File: src/rtl/rcs_pkg.sv
package rcs_pkg;

  localparam int NEED_W  = 34;
  localparam int HDR_B   = 8;

  localparam logic [2:0] K_SELECT = 3'd0;
  localparam logic [2:0] K_WR_ONE = 3'd1;
  localparam logic [2:0] K_WR_INC = 3'd2;
  localparam logic [2:0] K_WR_IDX = 3'd3;
  localparam logic [2:0] K_WR_LUT = 3'd4;
  localparam logic [2:0] K_KICK   = 3'd5;

  localparam logic [1:0] CL_SEL = 2'b01;
  localparam logic [1:0] CL_WR  = 2'b10;

  typedef enum logic [3:0] {
    E_NONE   = 4'd0,
    E_KIND   = 4'd1,
    E_ORDER  = 4'd2,
    E_SPACE  = 4'd3,
    E_EMPTY  = 4'd4,
    E_MIX    = 4'd5,
    E_LENGTH = 4'd6,
    E_OFFSET = 4'd7,
    E_WRAP   = 4'd8,
    E_KICK   = 4'd9
  } rcs_err_e;

  function automatic logic kind_is_write(logic [2:0] k);
    return (k >= K_WR_ONE) && (k <= K_WR_LUT);
  endfunction

  function automatic logic kind_known(logic [2:0] k);
    return k <= K_KICK;
  endfunction

  // bytes an operation occupies in the buffer
  function automatic logic [NEED_W-1:0] need_bytes(logic [2:0] k, logic [31:0] len);
    logic [NEED_W-1:0] r;
    if (k == K_SELECT)        r = NEED_W'(HDR_B);
    else if (kind_is_write(k)) r = NEED_W'(HDR_B) + NEED_W'(len);
    else                      r = '0;
    return r;
  endfunction

endpackage

File: src/rtl/rcs_sel_check.sv
module rcs_sel_check #(
  parameter int GRP_A_W = 4,
  parameter int GRP_B_W = 4,
  localparam int MASK_W = GRP_A_W + GRP_B_W
) (
  input  logic [MASK_W-1:0] mask,
  output logic              mask_empty,
  output logic              mask_mixed
);
  logic [GRP_A_W-1:0] grp_a;
  logic [GRP_B_W-1:0] grp_b;

  assign grp_a      = mask[GRP_A_W-1:0];
  assign grp_b      = mask[MASK_W-1:GRP_A_W];
  assign mask_empty = (mask == '0);
  assign mask_mixed = (|grp_a) && (|grp_b);
endmodule

File: src/rtl/rcs_wr_check.sv
module rcs_wr_check #(
  parameter int unsigned OFF_MAX    = 32'hFFFFF,
  parameter int unsigned LEN_DW_MAX = 16383,
  parameter int unsigned WRAP_MIN   = 2,
  parameter int unsigned WRAP_MAX   = 15,
  parameter int          WRAP_W     = 5
) (
  input  logic [31:0]       offset,
  input  logic [31:0]       len,
  input  logic [WRAP_W-1:0] wrap,
  output logic              len_bad,
  output logic              off_bad,
  output logic              wrap_bad
);
  logic [29:0] len_dw;

  assign len_dw   = len[31:2];
  assign len_bad  = (len[1:0] != 2'b00) || (len_dw > 30'(LEN_DW_MAX));
  assign off_bad  = (offset[1:0] != 2'b00) || (offset > 32'(OFF_MAX));
  assign wrap_bad = (wrap < WRAP_W'(WRAP_MIN)) || (wrap > WRAP_W'(WRAP_MAX));
endmodule

File: src/rtl/rcs_space_check.sv
module rcs_space_check
  import rcs_pkg::*;
#(
  parameter int IDX_W = 16
) (
  input  logic [IDX_W-1:0]  index,
  input  logic [IDX_W-1:0]  cap,
  input  logic [NEED_W-1:0] need,
  output logic              short_space
);
  logic [IDX_W-1:0] remain;

  assign remain      = (cap >= index) ? (cap - index) : '0;
  assign short_space = (NEED_W'(remain) < need);
endmodule

File: src/rtl/rcs_track.sv
module rcs_track
  import rcs_pkg::*;
#(
  parameter int IDX_W = 16
) (
  input  logic              clk,
  input  logic              rst_n,
  input  logic              clear,
  input  logic              commit,
  input  logic [2:0]        kind,
  input  logic [NEED_W-1:0] need,
  output logic [IDX_W-1:0]  index,
  output logic [1:0]        next_ok,
  output logic [1:0]        done
);
  always_ff @(posedge clk or negedge rst_n) begin
    if (!rst_n) begin
      index   <= '0;
      next_ok <= CL_SEL;
      done    <= '0;
    end else if (clear) begin
      index   <= '0;
      next_ok <= CL_SEL;
      done    <= '0;
    end else if (commit) begin
      case (kind)
        K_SELECT: begin
          index   <= index + need[IDX_W-1:0];
          next_ok <= CL_WR;
          done    <= done | CL_SEL;
        end
        K_WR_ONE, K_WR_INC, K_WR_IDX: begin
          index   <= index + need[IDX_W-1:0];
          next_ok <= CL_WR | CL_SEL;
          done    <= done | CL_WR;
        end
        K_WR_LUT: begin
          index   <= index + need[IDX_W-1:0];
          next_ok <= CL_WR;
          done    <= done | CL_WR;
        end
        default: ;
      endcase
    end
  end

  a_r1_clear_state: assert property (@(posedge clk) disable iff (!rst_n)
    clear |=> (index == '0) && (done == 2'b00) && (next_ok == CL_SEL));

  a_r9_index_grows: assert property (@(posedge clk) disable iff (!rst_n)
    (commit && !clear && kind != K_KICK) |=> (index > $past(index)));
endmodule

File: src/rtl/rcs_validator.sv
module rcs_validator
  import rcs_pkg::*;
#(
  parameter int          IDX_W      = 16,
  parameter int          GRP_A_W    = 4,
  parameter int          GRP_B_W    = 4,
  parameter int unsigned OFF_MAX    = 32'hFFFFF,
  parameter int unsigned LEN_DW_MAX = 16383,
  parameter int unsigned WRAP_MIN   = 2,
  parameter int unsigned WRAP_MAX   = 15,
  parameter int          WRAP_W     = 5,
  localparam int         MASK_W     = GRP_A_W + GRP_B_W
) (
  input  logic              clk,
  input  logic              rst_n,
  input  logic              buf_clear,
  input  logic              op_valid,
  input  logic [2:0]        op_kind,
  input  logic [MASK_W-1:0] blk_mask,
  input  logic [31:0]       wr_offset,
  input  logic [31:0]       data_len,
  input  logic [WRAP_W-1:0] wrap_size,
  input  logic [IDX_W-1:0]  buf_cap,
  output logic              resp_valid,
  output logic              resp_ok,
  output logic [3:0]        resp_err,
  output logic [IDX_W-1:0]  fill_index,
  output logic [1:0]        next_ok,
  output logic [1:0]        done_mask
);
  // named internal events
  logic              is_sel, is_wr, is_lut, is_kick, known;
  logic              mask_empty, mask_mixed;
  logic              len_bad, off_bad, wrap_bad;
  logic              short_space;
  logic [NEED_W-1:0] need;
  rcs_err_e          verdict;
  logic              op_fire, accept, commit;

  assign known   = kind_known(op_kind);
  assign is_sel  = (op_kind == K_SELECT);
  assign is_wr   = kind_is_write(op_kind);
  assign is_lut  = (op_kind == K_WR_LUT);
  assign is_kick = (op_kind == K_KICK);
  assign need    = need_bytes(op_kind, data_len);

  rcs_sel_check #(.GRP_A_W(GRP_A_W), .GRP_B_W(GRP_B_W)) u_sel (
    .mask(blk_mask), .mask_empty(mask_empty), .mask_mixed(mask_mixed));

  rcs_wr_check #(.OFF_MAX(OFF_MAX), .LEN_DW_MAX(LEN_DW_MAX),
                 .WRAP_MIN(WRAP_MIN), .WRAP_MAX(WRAP_MAX), .WRAP_W(WRAP_W)) u_wr (
    .offset(wr_offset), .len(data_len), .wrap(wrap_size),
    .len_bad(len_bad), .off_bad(off_bad), .wrap_bad(wrap_bad));

  rcs_space_check #(.IDX_W(IDX_W)) u_space (
    .index(fill_index), .cap(buf_cap), .need(need), .short_space(short_space));

  // priority: kind > order > space > per-kind parameter checks
  always_comb begin
    verdict = E_NONE;
    if (!known)                           verdict = E_KIND;
    else if (is_kick)                     verdict = ((done_mask != 2'b11) || (fill_index == '0)) ? E_KICK : E_NONE;
    else if (is_sel && !next_ok[0])       verdict = E_ORDER;
    else if (is_wr && !next_ok[1])        verdict = E_ORDER;
    else if (short_space)                 verdict = E_SPACE;
    else if (is_sel) begin
      if (mask_empty)                     verdict = E_EMPTY;
      else if (mask_mixed)                verdict = E_MIX;
    end else begin
      if (len_bad)                        verdict = E_LENGTH;
      else if (off_bad)                   verdict = E_OFFSET;
      else if (is_lut && wrap_bad)        verdict = E_WRAP;
    end
  end

  assign op_fire = op_valid && !buf_clear;
  assign accept  = (verdict == E_NONE);
  assign commit  = op_fire && accept;

  rcs_track #(.IDX_W(IDX_W)) u_track (
    .clk(clk), .rst_n(rst_n), .clear(buf_clear), .commit(commit),
    .kind(op_kind), .need(need),
    .index(fill_index), .next_ok(next_ok), .done(done_mask));

  always_ff @(posedge clk or negedge rst_n) begin
    if (!rst_n) begin
      resp_valid <= 1'b0;
      resp_ok    <= 1'b0;
      resp_err   <= E_NONE;
    end else begin
      resp_valid <= op_fire;
      resp_ok    <= op_fire && accept;
      resp_err   <= op_fire ? verdict : E_NONE;
    end
  end

  a_r10_reject_holds: assert property (@(posedge clk) disable iff (!rst_n)
    (op_fire && !accept) |=> ($stable(fill_index) && $stable(next_ok) && $stable(done_mask)));

  a_r11_kick_needs_both: assert property (@(posedge clk) disable iff (!rst_n)
    (op_fire && is_kick && accept) |-> ((done_mask == 2'b11) && (fill_index != '0)));

  a_r2_write_after_select: assert property (@(posedge clk) disable iff (!rst_n)
    (op_fire && is_wr && accept) |-> done_mask[0]);

  a_r4_select_mask_legal: assert property (@(posedge clk) disable iff (!rst_n)
    (op_fire && is_sel && accept) |-> ((blk_mask != '0) && !((|blk_mask[GRP_A_W-1:0]) && (|blk_mask[MASK_W-1:GRP_A_W]))));

  a_r14_clear_wins: assert property (@(posedge clk) disable iff (!rst_n)
    buf_clear |=> !resp_valid);
endmodule

File: config.mk
export PLATFORM = sky130hd
export DESIGN_NAME = rcs_validator
export DESIGN_NICKNAME = d
export VERILOG_FILES = /design/src/rtl/rcs_pkg.sv /design/src/rtl/rcs_sel_check.sv /design/src/rtl/rcs_wr_check.sv /design/src/rtl/rcs_space_check.sv /design/src/rtl/rcs_track.sv /design/src/rtl/rcs_validator.sv
export SDC_FILE = /design/constraint.sdc
export NUM_CORES = 1
export LEC_CHECK = 0
export ABC_AREA = 1
export BUFFER_PORTS_ARGS = -buffer_cell sky130_fd_sc_hd__buf_4
export CORE_MARGIN = 2
export CORE_UTILIZATION = 50
export CTS_CLUSTER_DIAMETER = 80
export DETAILED_ROUTE_END_ITERATION = 16
export HOLD_SLACK_MARGIN = 0.12
export MAX_ROUTING_LAYER = met4
export PLACE_DENSITY = 0.78
export SYNTH_ARGS = -nofsm -noshare
export SYNTH_HDL_FRONTEND = slang
export SYNTH_HIERARCHICAL = 1
export SYNTH_SLANG_ARGS = --single-unit
File: constraint.sdc
create_clock -name clk -period 4.6 [get_ports clk]
set_clock_uncertainty 0.15 [all_clocks]
set_input_delay 0 -clock clk [delete_from_list [all_inputs] [get_ports clk]]
set_output_delay 0 -clock clk [all_outputs]
set_load 0.01 [all_outputs]
# ---- Word level (Yosys, flattened, before mapping)
# Index checks and enable logic that the tools add are counted.
dict set report word_totals {
  inputBits 100
  regBits 26
  output_inout_bits 26
  word_cells 87
}
dict set report op_classes {
  n_mux 25
  order_cmp 9
  n_eq_ne 8
  reduce_logical 35
  add_sub_neg 3
}
# operator n
set ops {}
lappend ops {{$mux W16} 4}
lappend ops {{$mux W4} 11}
lappend ops {{$lt A16 B34 Y1} 1}
lappend ops {{$mux W34} 1}
lappend ops {{$add A4 B32 Y33 const A} 1}
lappend ops {{$mux W33} 1}
lappend ops {{$gt A32 B20 Y1 const B} 1}
lappend ops {{$gt A30 B14 Y1 const B} 1}
lappend ops {{$add A16 B16 Y16} 1}
lappend ops {{$ge A16 B16 Y1} 1}
lappend ops {{$logic_not A16 Y1} 1}
lappend ops {{$sub A16 B16 Y16} 1}
lappend ops {{$reduce_bool A2 Y1} 6}
lappend ops {{$reduce_or A4 Y1} 3}
lappend ops {{$logic_not A8 Y1} 1}
lappend ops {{$mux W2} 4}
lappend ops {{$pmux W2 S2} 2}
lappend ops {{$logic_and A1 B1 Y1} 7}
lappend ops {{$eq A3 B2 Y1 const B} 2}
lappend ops {{$eq A3 B3 Y1 const B} 2}
lappend ops {{$le A3 B3 Y1 const B} 2}
lappend ops {{$mux W3} 2}
lappend ops {{$reduce_and A3 Y1} 2}
lappend ops {{$gt A5 B4 Y1 const B} 1}
lappend ops {{other kinds (14)} 21}

# ---- Logic depth before layout (Yosys ltp)
# Gate-level depths: netlist (run 1).
dict set report depth {
  depth_word 16
  ltp_mapped 34
  ltp_nobuf 34
}

# ---- Hierarchy
# Netlist (run 1), hierarchy kept.
# module area_each_um2 seq_area_each_um2 instances cells_per_inst
set modules_own_cells {}
lappend modules_own_cells {rcs_track 1739.2 501.7 1 258}
lappend modules_own_cells {rcs_validator 1433.9 150.1 1 283}
lappend modules_own_cells {rcs_space_check 1427.6 0.0 1 252}
lappend modules_own_cells {rcs_wr_check 128.9 0.0 1 31}
lappend modules_own_cells {rcs_sel_check 33.8 0.0 1 9}

# ---- Least setup slack after synthesis (run 1)
# Ideal clock, no wire load.
dict set report synth_timing {
  path_kind {flip-flop to flip-flop}
  startpoint {register u_track.index[0]}
  endpoint {register u_track.index[7]}
  arrival_time_ps 3663
  n_path_buf 2
  setup_slack_ps 667
  stages_incl_launch_ff 32
  synth_period_minus_slack_ps 3933
  path_cell_list {dfrtp_1 ha_1 inv_1 fa_1 nand2_1 nand2_1 nand3_2 nand3_1 nand2_1 nand2_1 buf_6 inv_2 nor2_1 ha_1 a21oi_1 o21ai_0 nor3b_1 o21ai_0 nand2_1 a21oi_1 inv_1 nand2_1 nor2_1 a21oi_1 nand3_1 nor2_1 inv_1 nor2_8 nor2_4 buf_6 nand2_1 nand2_1}
}
dict set report synth_between {
  elab_chain_cells 12
  word_cells_on_any_way 20
}
# element line
set synth_rtl {}
lappend synth_rtl {{start: declaration} rcs_track.sv:12} ;# output logic [IDX_W-1:0] index,
lappend synth_rtl {{start signal: assignment} rcs_track.sv:28} ;# index <= index + need[IDX_W-1:0];
lappend synth_rtl {{start signal: assignment} rcs_track.sv:33} ;# index <= index + need[IDX_W-1:0];
lappend synth_rtl {{start signal: assignment} rcs_track.sv:38} ;# index <= index + need[IDX_W-1:0];
lappend synth_rtl {{$sub A16 B16 Y16 or $ge A16 B16 Y1 (tied branches)} rcs_space_check.sv:13} ;# assign remain = (cap >= index) ? (cap - index) : '0;
lappend synth_rtl {{$mux W16 (*)} rcs_space_check.sv:13}
lappend synth_rtl {{$lt A16 B34 Y1 (*)} rcs_space_check.sv:14} ;# assign short_space = (NEED_W'(remain) < need);
lappend synth_rtl {{named net short_space} rcs_validator.sv:35} ;# logic short_space;
lappend synth_rtl {{$mux W4 (*)} rcs_validator.sv:65} ;# else if (short_space) verdict = E_SPACE;
lappend synth_rtl {{$mux W4 (*)} rcs_validator.sv:64} ;# else if (is_wr && !next_ok[1]) verdict = E_ORDER;
lappend synth_rtl {{$mux W4 (*)} rcs_validator.sv:63} ;# else if (is_sel && !next_ok[0]) verdict = E_ORDER;
lappend synth_rtl {{$mux W4 (*)} rcs_validator.sv:62} ;# else if (is_kick) verdict = ((done_mask != 2'b11) || (fill_index == '0)) ? E_KICK : E_NONE;
lappend synth_rtl {{$mux W4 (*)} rcs_validator.sv:61} ;# if (!known) verdict = E_KIND;
lappend synth_rtl {{$logic_not A4 Y1 (*)} rcs_validator.sv:77} ;# assign accept = (verdict == E_NONE);
lappend synth_rtl {{$logic_and A1 B1 Y1 (*)} rcs_validator.sv:78} ;# assign commit = op_fire && accept;
lappend synth_rtl {{named net commit} rcs_validator.sv:38} ;# logic op_fire, accept, commit;
lappend synth_rtl {{$reduce_bool A2 Y1 (no line) (*)} --}
lappend synth_rtl {{$reduce_and A2 Y1 (no line) (*)} --}
# Mark *: on every way through the listed nets, which the timed path passes. The rest lies on a longest branch. The select of a mux whose other input is x is not followed.
# A chain may end at the register's enable or synchronous reset.

# ---- Worst setup path after layout (run 1)
dict set report layout_timing {
  startpoint {register u_track.index[6]}
  endpoint {register u_track.index[0]}
}
# Same word-level chain as after synthesis.

==> flow_summary.json, run 1 <==
{
  "cts.clk_slew.worst_paths_ps": 100,
  "min_path_type": "in -> reg",
  "dp_slack_ps": 175,
  "powerDensity_mw_per_mm2": 127,
  "drive_gt1_frac": 0.223,
  "synth_edf_count": 0,
  "clock_sinks": 26,
  "clk_path_buf_depth": 2,
  "port_buffers": 106,
  "core-area_sq_mm": 0.00924,
  "crit_family": "simple AND/OR/NAND/NOR gates",
  "ys_ff_latch": 26,
  "num_rows": 35,
  "drtAntennaViolNets": 0,
  "grt_usage": 0.276,
  "grt_start_max_net_pins": 26,
  "vias": 5573,
  "grt_pass1_vias": 4778,
  "p_leak_uw": 0.00343,
  "reg2regPathDepth": 30,
  "hpwlAfterDp_um": 11700,
  "max_cap_viol_count": 0,
  "critPathMaxStageDelay_ps": 370,
  "drtIter0Drc": 330,
  "initial_core_util": 0.516,
  "crit_top_cell": "nand2_1",
  "antenna_found_initial": 0,
  "synth_warnings": 6,
  "root_buffer": "clkbuf_8",
  "multi_input_area_sq_mm": 0.00363,
  "cp_max_fo": 14,
  "post_dp_cell_area_sq_mm": 0.00585,
  "area_delta_synth_final_pct": 29.9,
  "gp_congestion": 1.01,
  "hold_end": "u_track/index[1]$_DFFE_PN0P_",
  "end_kind": "register",
  "async_flop_share": 1.00,
  "max-slew-margin-rel": 0.602,
  "regArea_sq_um": 652,
  "cts_tree": "built",
  "min_period_over_period": 0.934,
  "crit_path_start_kind": "register",
  "die_w_um": 102,
  "fill_cells": 849,
  "regToRegEndpoint": "u_track/index[0]$_DFFE_PN0P_",
  "syn-num-nets": 982,
  "insertion_delay_ps": 280,
  "worst_slew_pin_slew_ps": 593,
  "ys_types": 49,
  "synthCells": 833,
  "syn_avg_cell_area_sq_um": 5.72,
  "wl_per_cell_um": 12.7,
  "period_needed_ps": 4300,
  "setup_viol": 0,
  "routed_via_density": 5.05,
  "final-max-slew-violation-count": 0,
  "fmax_mhz": 233,
  "r2r_start": "u_track/index[6]$_DFFE_PN0P_",
  "ios": 126,
  "whs_path_depth": 6,
  "ir_worst_vdd_mv": 0.108,
  "nets": 1124,
  "hold_viol_final": 0,
  "critical_path.slowest_cell": "ha_1",
  "die_h_um": 102,
  "cp_data_required_time_ps": 4630,
  "timing.critical_path.buf_inv": 7,
  "gr-total-overflow": 0,
  "wl_um": 14000,
  "setup_ws_ps": 302,
  "worstHoldStart": "data_len[1]",
  "status": "complete, no violations",
  "diodes": 0,
  "final_area_sq_mm": 0.00619,
  "drc": 0,
  "syn_area_sq_mm": 0.00476,
  "synth_seq_area_share": 0.137,
  "fin_hold_ws_ps": 167,
  "rrSetupSlack_ps": 300,
  "grt_pass1_wl_um": 22200,
  "dieArea_sq_mm": 0.0103,
  "critPathKind": "reg -> reg",
  "firstDrtPassIters": 5,
  "crit_arrival_ps": 4330,
  "cts_inserted_buffers": 3,
  "h-tree-depth": 1,
  "synthFlopType": "dfrtp_1"
}
-- registers in the layout, indices dropped and copies added (netlist names) --
register / count
u_track/index: 16
resp_err: 4
u_track/done: 2
u_track/next_ok: 2
resp_ok: 1
resp_valid: 1
-- metrics by stage --
step	cells	util	TNS, ps	power (uW)
detailed placement	1085	0.633	0	601
global placement	1085	0.633	0	596
CTS	1102	0.654	0	769
floorplan	833	-	0	468
global route	1103	0.670	-225	847
finish	1103	0.670	0	785
-- layer usage --
metal  wire length [um]  part of all wire  track usage
met1               6630              0.47        0.406
met2               6230              0.44        0.423
met3               1050             0.075       0.0173
met4                105            0.0075       0.0426
met5                  0                 0            -
-- cells in the mapped netlist, types with 10 or more instances --
cell type  number  share of area
nand3_1        47          0.049
nand4_1        11          0.014
o21ai_0        13          0.014
xor2_1         10          0.018
nand2_1       235           0.19
nor2_1        132           0.10
nand2_2        13          0.017
a21oi_1        52          0.055
dfrtp_1        25           0.13
o21ai_1        16          0.017
inv_2          13          0.010
nor3_1         12          0.013
inv_1         136           0.11
ha_1           47           0.12
-- cell usage in the layout (no fill, tap or decap), drive strengths merged, types with 2 or more instances in the layout --
cell type	synthesis	final
dlygate4sd3	0	11
nand2	250	250
nor2	143	143
and2	4	4
a21oi	54	54
fa	2	2
or2	4	4
nand4	11	11
inv	149	150
buf	5	131
xor2	10	10
nor3b	4	4
xnor2	3	3
nor3	18	18
ha	47	47
nand3	51	51
a31oi	4	4
o21a	5	5
dfrtp	25	25
o21ai	31	31
clkbuf	0	4
o21bai	3	3
nand3b	2	2
-- worst register-to-register path: cells and delay by family, from the launching register on --
kind	cells	cell delay, ps
adders and majority gates	2	650
and+or+nand+nor	16	1640
DFF	1	350
AOI/OAI and AO/OA	5	720
buffers and inverters	7	660
-- power by group --
part	leakage, uW	switching, uW	total [uW]	internal (uW)
combinational	0.00305	228	397	168
sequential	0.000357	1.71	233	231
clock	0.0000288	78.5	155	76.8
-- worst max path at each step --
stage                                       from                              to  slack (ps)  cells past startpoint
floorplan           u_track/index[0]$_DFFE_PN0P_    u_track/index[7]$_DFFE_PN0P_         670                     31
global route        u_track/index[6]$_DFFE_PN0P_   u_track/index[13]$_DFFE_PN0P_         -70                     31
finish              u_track/index[6]$_DFFE_PN0P_    u_track/index[0]$_DFFE_PN0P_         300                     30
global placement    u_track/index[0]$_DFFE_PN0P_  u_track/next_ok[0]$_DFFE_PN1P_         220                     30
detailed placement  u_track/index[2]$_DFFE_PN0P_  u_track/next_ok[0]$_DFFE_PN1P_         170                     30
CTS                 u_track/index[2]$_DFFE_PN0P_     u_track/done[0]$_DFFE_PN0P_          70                     29
-- area by class of cell --
| type | count | area share |
|---|---|---|
| clock buffers | 4 | 0.00890 |
| inverters | 150 | 0.0922 |
| multi-input cells | 652 | 0.587 |
| flip-flops and latches | 26 | 0.105 |
| well taps | 129 | 0.0261 |
| repair buffers | 142 | 0.181 |
-- what timing repair did --
item                                    in CTS  in global routing
hold buffers                                13                  0
resized for setup                            0                 31
endpoints found under the hold margin       52                  0
endpoints found under the setup margin       0                 20
buffers inserted                             0                  2
-- logic make-up (layout without fill, tap and decap cells) --
logic type                 after synthesis  after routing  synth area share
and+or+nand+nor                        489            489             0.462
buffers and inverters                  155            296             0.128
DFF                                     26             26             0.137
AOI/OAI and AO/OA                      100            100             0.117
adders and majority gates               49             49             0.132
other                                    1              1          0.000787
xor gates and xnor gates                13             13            0.0239
Note: power is estimated with default switching activity, not from simulation.
==> inputs of run 2 (changes only) <==
Settings changed: CELL_PAD_IN_SITES_DETAIL_PLACEMENT set to 1, CELL_PAD_IN_SITES_GLOBAL_PLACEMENT set to 2, CORE_UTILIZATION 50 to 27, GPL_TIMING_DRIVEN set to 0, PLACE_DENSITY 0.78 to 0.84.
==> run 2 against run 1 <==
Net effect:
- worst hold slack better by 11 ps
- core utilization down 30 points
- final cell count is 7.7% higher
==> flow_summary.json, run 2 (synthesis results as in run 1) <==
{
  "drtIter0Drc": 174,
  "p_leak_uw": 0.00337,
  "cp-startpoint": "u_track/index[0]$_DFFE_PN0P_",
  "reg2regPathDepth": 31,
  "grt_pass1_vias": 5545,
  "max_cap_viol_count": 0,
  "min_path_type": "in -> reg",
  "die_w_um": 137,
  "root_buffer": "clkbuf_16",
  "top_usage_layer": "met2",
  "setup_viol": 0,
  "area_delta_synth_final_pct": 33.0,
  "vias": 5437,
  "gr-total-overflow": 0,
  "hpwlAfterDp_um": 14100,
  "cts_inserted_buffers": 3,
  "insertion_delay_ps": 270,
  "initial_core_util": 0.275,
  "fill_cells": 2337,
  "final-max-slew-violation-count": 0,
  "h-tree-depth": 1,
  "critPathKind": "reg -> reg",
  "setup_tns_ps": 0,
  "met2_usage": 0.327,
  "met1_usage": 0.252,
  "post_dp_cell_area_sq_mm": 0.00584,
  "grt_pass1_wl_um": 27600,
  "cp_data_required_time_ps": 4610,
  "regMostFlops": "u_track/index",
  "regToRegEndpoint": "u_track/index[0]$_DFFE_PN0P_",
  "period_needed_ps": 4370,
  "end_kind": "register",
  "ir_worst_vdd_mv": 0.150,
  "rrSetupSlack_ps": 230,
  "firstDrtPassIters": 4,
  "gp_congestion": 0.842,
  "port_buffers": 106,
  "cts_tree": "built",
  "cp-endpoint": "u_track/index[0]$_DFFE_PN0P_",
  "clock_sinks": 26,
  "layout_commonest_cell": "nand2_1",
  "multi_input_area_sq_mm": 0.00368,
  "powerDensity_mw_per_mm2": 145,
  "wl_per_cell_um": 14.2,
  "nets": 1113,
  "cts.clk_slew.worst_paths_ps": 80,
  "fmax_mhz": 229,
  "clk_path_buf_depth": 2,
  "core-area_sq_mm": 0.0173,
  "largest_reg_flops": 16,
  "crit_top_cell": "nand2_1",
  "critPathMaxStageDelay_ps": 370,
  "p_total_uw": 921,
  "regArea_sq_um": 668,
  "drtAntennaViolNets": 0,
  "layout_common_cells": "230 x nand2_1, 133 x inv_1, 125 x nor2_1",
  "crit_path_start_kind": "register",
  "cp_max_fo": 7,
  "r2r_start": "u_track/index[0]$_DFFE_PN0P_",
  "met3_usage": 0.0181,
  "grt_start_max_net_pins": 26,
  "final_area_sq_mm": 0.00634,
  "hold_viol_final": 0,
  "routed_via_density": 4.58,
  "drive_gt1_frac": 0.248,
  "num_rows": 48,
  "grt_usage": 0.190,
  "wl_um": 16800,
  "crit_arrival_ps": 4380,
  "dieArea_sq_mm": 0.0187,
  "critical_path.slowest_cell": "fa_2",
  "diodes": 0,
  "ios": 126,
  "fin_hold_ws_ps": 178,
  "min_period_over_period": 0.949,
  "die_h_um": 137,
  "drc": 0,
  "antenna_found_initial": 0,
  "status": "complete, no violations",
  "largest_registers": "u_track/index: 16 flops, resp_err: 4 flops"
}
[run 2: changes by cell type in the layout (fill, tap and decap cells not counted), moves of 3 or more]
cell,change
buf_4,-11
clkbuf_16,+3
clkbuf_8,-4
dfrtp_1,-13
dfrtp_2,+13
dlygate4sd3_1,-3
ha_1,-4
ha_2,+4
nand2_2,+3
nor2_1,-5
nor2_2,+3
[run 2: layout make-up]
type / count / area share
Sequential cell: 26 / 0.105
Multi-Input combinational cell: 652 / 0.581
Buffer: 5 / 0.00691
Tap cell: 225 / 0.0444
Clock buffer: 3 / 0.0118
Timing Repair Buffer: 126 / 0.154
Inverter: 150 / 0.0908
Clock inverter: 1 / 0.00474
[run 2: stage by stage]
step | util | setup WS (ps) | cells
6_report | 0.366 | 235 | 1188
5_1_grt | 0.366 | -46.8 | 1188
4_1_cts | 0.353 | 7.72 | 1180
3_5_place_dp | 0.338 | -271 | 1164
3_3_place_gp | 0.338 | -233 | 1164
2_1_floorplan | - | 667 | 833
[run 2: worst min-delay path by stage]
stage | start | to | slack (ps) | cells past startpoint
after floorplan | rst_n | resp_err[0]$_DFF_PN0_ | -450 | 0
after global placement | rst_n | u_track/index[0]$_DFFE_PN0P_ | -200 | 1
after detailed placement | rst_n | u_track/index[0]$_DFFE_PN0P_ | -200 | 1
after CTS | data_len[1] | u_track/index[1]$_DFFE_PN0P_ | 180 | 6
after global routing | data_len[1] | u_track/index[1]$_DFFE_PN0P_ | 220 | 6
final | data_len[1] | u_track/index[1]$_DFFE_PN0P_ | 180 | 6
[run 2: critical path, delay by kind of cell (launching register included)]
family	cells	cell delay (ps)
AO/OA/AOI/OAI	5	770
adder cells (fa/ha/maj)	3	880
buffers and inverters	5	480
flip-flops	1	350
AND/OR/NAND/NOR	18	1600
[run 2: routing by layer]
layer / up-vias / wire length (um) / part of all wire
li1: 2885 / - / -
met5: - / 0 / 0
met3: 8 / 431 / 0.026
met1: 2466 / 8320 / 0.49
met4: 0 / 112 / 0.0067
met2: 78 / 7970 / 0.47
[run 2: power by group]
group          switching, uW  total [uW]  internal, uW
clock                   96.9         271           174
sequential              2.45         234           231
combinational            242         416           174
total                    342         921           579
[run 2: what timing repair did]
item | CTS | global route
setup buffers | 3 | 7
cloned | 0 | 1
hold buffers | 9 | 0
pin swaps | 0 | 17
gates resized for setup | 14 | 54
endpoints found under the setup margin | 19 | 19
hold endpoints to repair | 52 | 0
==> inputs of run 3 (changes only) <==
Settings changed: CELL_PAD_IN_SITES_DETAIL_PLACEMENT 1 to not set, CELL_PAD_IN_SITES_GLOBAL_PLACEMENT 2 to not set, CORE_UTILIZATION 27 to 50, PLACE_DENSITY 0.84 to 0.78.
==> run 3 against run 2 <==
Net effect:
- sequential share of layout area increased by 0.26 points
- power decreased by 16%
- via count increased by 2.1%
- sequential cell count unchanged
- count of clock-buffer cells in the layout increased by 1
- sequential power about the same
- combinational power decreased by 3%
- final area decreased by 2.2%
- core utilization increased by 30 points
==> flow_summary.json, run 3 (synthesis results as in run 1) <==
{
  "crit_family": "simple AND/OR/NAND/NOR gates",
  "num_rows": 35,
  "grt_pass1_wl_um": 22200,
  "hpwlAfterDp_um": 11200,
  "power.switching_uw": 310,
  "initial_core_util": 0.516,
  "grt_usage": 0.273,
  "gr-total-overflow": 0,
  "swShare": 0.399,
  "diodes": 0,
  "ir_worst_vdd_mv": 0.0890,
  "max_cap_viol_count": 0,
  "clock_sinks": 26,
  "regMostFlops": "u_track/index",
  "die_w_um": 102,
  "drtIter0Drc": 365,
  "setup_viol": 0,
  "wl_per_cell_um": 12.9,
  "largest_registers": "u_track/index: 16 flops, resp_err: 4 flops",
  "root_buffer": "clkbuf_8",
  "max-slew-margin-rel": 0.624,
  "vias": 5553,
  "largest_reg_flops": 16,
  "critPathMaxStageDelay_ps": 560,
  "fin_util": 0.671,
  "firstDrtPassIters": 5,
  "clk_path_buf_depth": 2,
  "crit_path_start_kind": "register",
  "die_h_um": 102,
  "core-area_sq_mm": 0.00924,
  "dieArea_sq_mm": 0.0103,
  "timing.critical_path.buf_inv": 5,
  "grt_pass1_vias": 4947,
  "critPathKind": "reg -> reg",
  "status": "complete, no violations",
  "powerDensity_mw_per_mm2": 125,
  "crit_top_cell": "nand2_1",
  "ios": 126,
  "p_leak_uw": 0.00339,
  "setup_tns_ps": 0,
  "area_delta_synth_final_pct": 30.1,
  "wl_met1_um": 6500,
  "cts_inserted_buffers": 3,
  "min_path_type": "in -> reg",
  "cts_tree": "built",
  "drc": 0,
  "fmax_mhz": 228,
  "cp_data_required_time_ps": 4670,
  "clkPwrFrac": 0.180,
  "cp_max_fo": 10,
  "seq_power_share": 0.302,
  "gp_congestion": 0.954,
  "h-tree-depth": 1,
  "final-max-slew-violation-count": 0,
  "wl_um": 14200,
  "wl_met2_um": 6370,
  "drive_gt1_frac": 0.238,
  "drtAntennaViolNets": 0,
  "p_int_uw": 466,
  "cts.clk_slew.worst_paths_ps": 100,
  "hold_viol_final": 0,
  "critical_path.slowest_cell": "dlygate4sd3_1",
  "nets": 1121,
  "port_buffers": 106,
  "layout_commonest_cell": "nand2_1",
  "layout_common_cells": "233 x nand2_1, 135 x inv_1, 129 x nor2_1",
  "min_period_over_period": 0.954,
  "power_frac_comb": 0.519,
  "grt_start_max_net_pins": 26,
  "end_kind": "register",
  "crit_arrival_ps": 4450,
  "insertion_delay_ps": 280,
  "period_needed_ps": 4390,
  "routed_via_density": 5.05,
  "worst_slew_pin_slew_ps": 558,
  "wl_met3_um": 1030,
  "topRoutingLayerUsed": "met4",
  "antenna_found_initial": 0
}
[run 3: final timing paths]
| check | startpoint | slack [ps] | to | cells after the start |
|---|---|---|---|---|
| min in group asynchronous | rst_n | 650 | u_track/index[9]$_DFFE_PN0P_ | 4 |
| setup / recovery | u_track/index[12]$_DFFE_PN0P_ | 210 | u_track/done[0]$_DFFE_PN0P_ | 28 |
| max in group asynchronous | rst_n | 3480 | u_track/index[4]$_DFFE_PN0P_ | 4 |
| hold reg to reg | u_track/next_ok[0]$_DFFE_PN1P_ | 390 | u_track/next_ok[0]$_DFFE_PN1P_ | 2 |
| setup reg to reg | u_track/index[12]$_DFFE_PN0P_ | 210 | u_track/done[0]$_DFFE_PN0P_ | 28 |
| hold / removal | data_len[0] | 120 | u_track/index[0]$_DFFE_PN0P_ | 5 |
[run 3: timing repair]
item,CTS,global route
hold buffers,13,0
endpoints found under the hold margin,52,0
resized for setup,3,44
buffers inserted,0,15
endpoints found under the setup margin,4,21
pin swaps,0,10
[run 3: layer usage]
metal / GRT usage / up-vias
li1: - / 2893
met1: 0.378 / 2434
met2: 0.428 / 202
met3: 0.0311 / 24
met4: 0.0624 / 0
met5: - / -
[run 3: area by class of cell]
class	instances	area [sq um]
Buffer	5	40.0
Clock buffer	4	45.0
Fill cell	846	3040
Inverter	150	568
Multi-Input combinational cell	652	3660
Sequential cell	26	669
Tap cell	129	161
Timing Repair Buffer	134	1050
[run 3: power groups by stage]
stage | sequential (uW) | clock, uW | combinational, uW
2_1_floorplan | 239 | 0 | 228
5_1_grt | 234 | 150 | 452
3_5_place_dp | 239 | 0 | 362
3_3_place_gp | 239 | 0 | 356
6_report | 234 | 140 | 402
4_1_cts | 234 | 142 | 375
[run 3: stage by stage]
step,power (uW),instance area (sq um),hold slack [ps],std cells,setup slack (ps)
floorplan,468,4760,-446,833,667
global placement,595,5720,-216,1068,69.5
detailed placement,600,5720,-210,1068,-19.9
CTS,751,5920,121,1085,46.4
global route,836,6200,141,1100,-96.0
finish,776,6200,123,1100,214
[run 3: tightest hold or removal path, delay by kind of cell]
| family | cells | cell delay (ps) |
|---|---|---|
| fa+ha+maj | 1 | 150 |
| simple gates | 1 | 140 |
| compound gates | 1 | 120 |
| buf+inv | 2 | 110 |
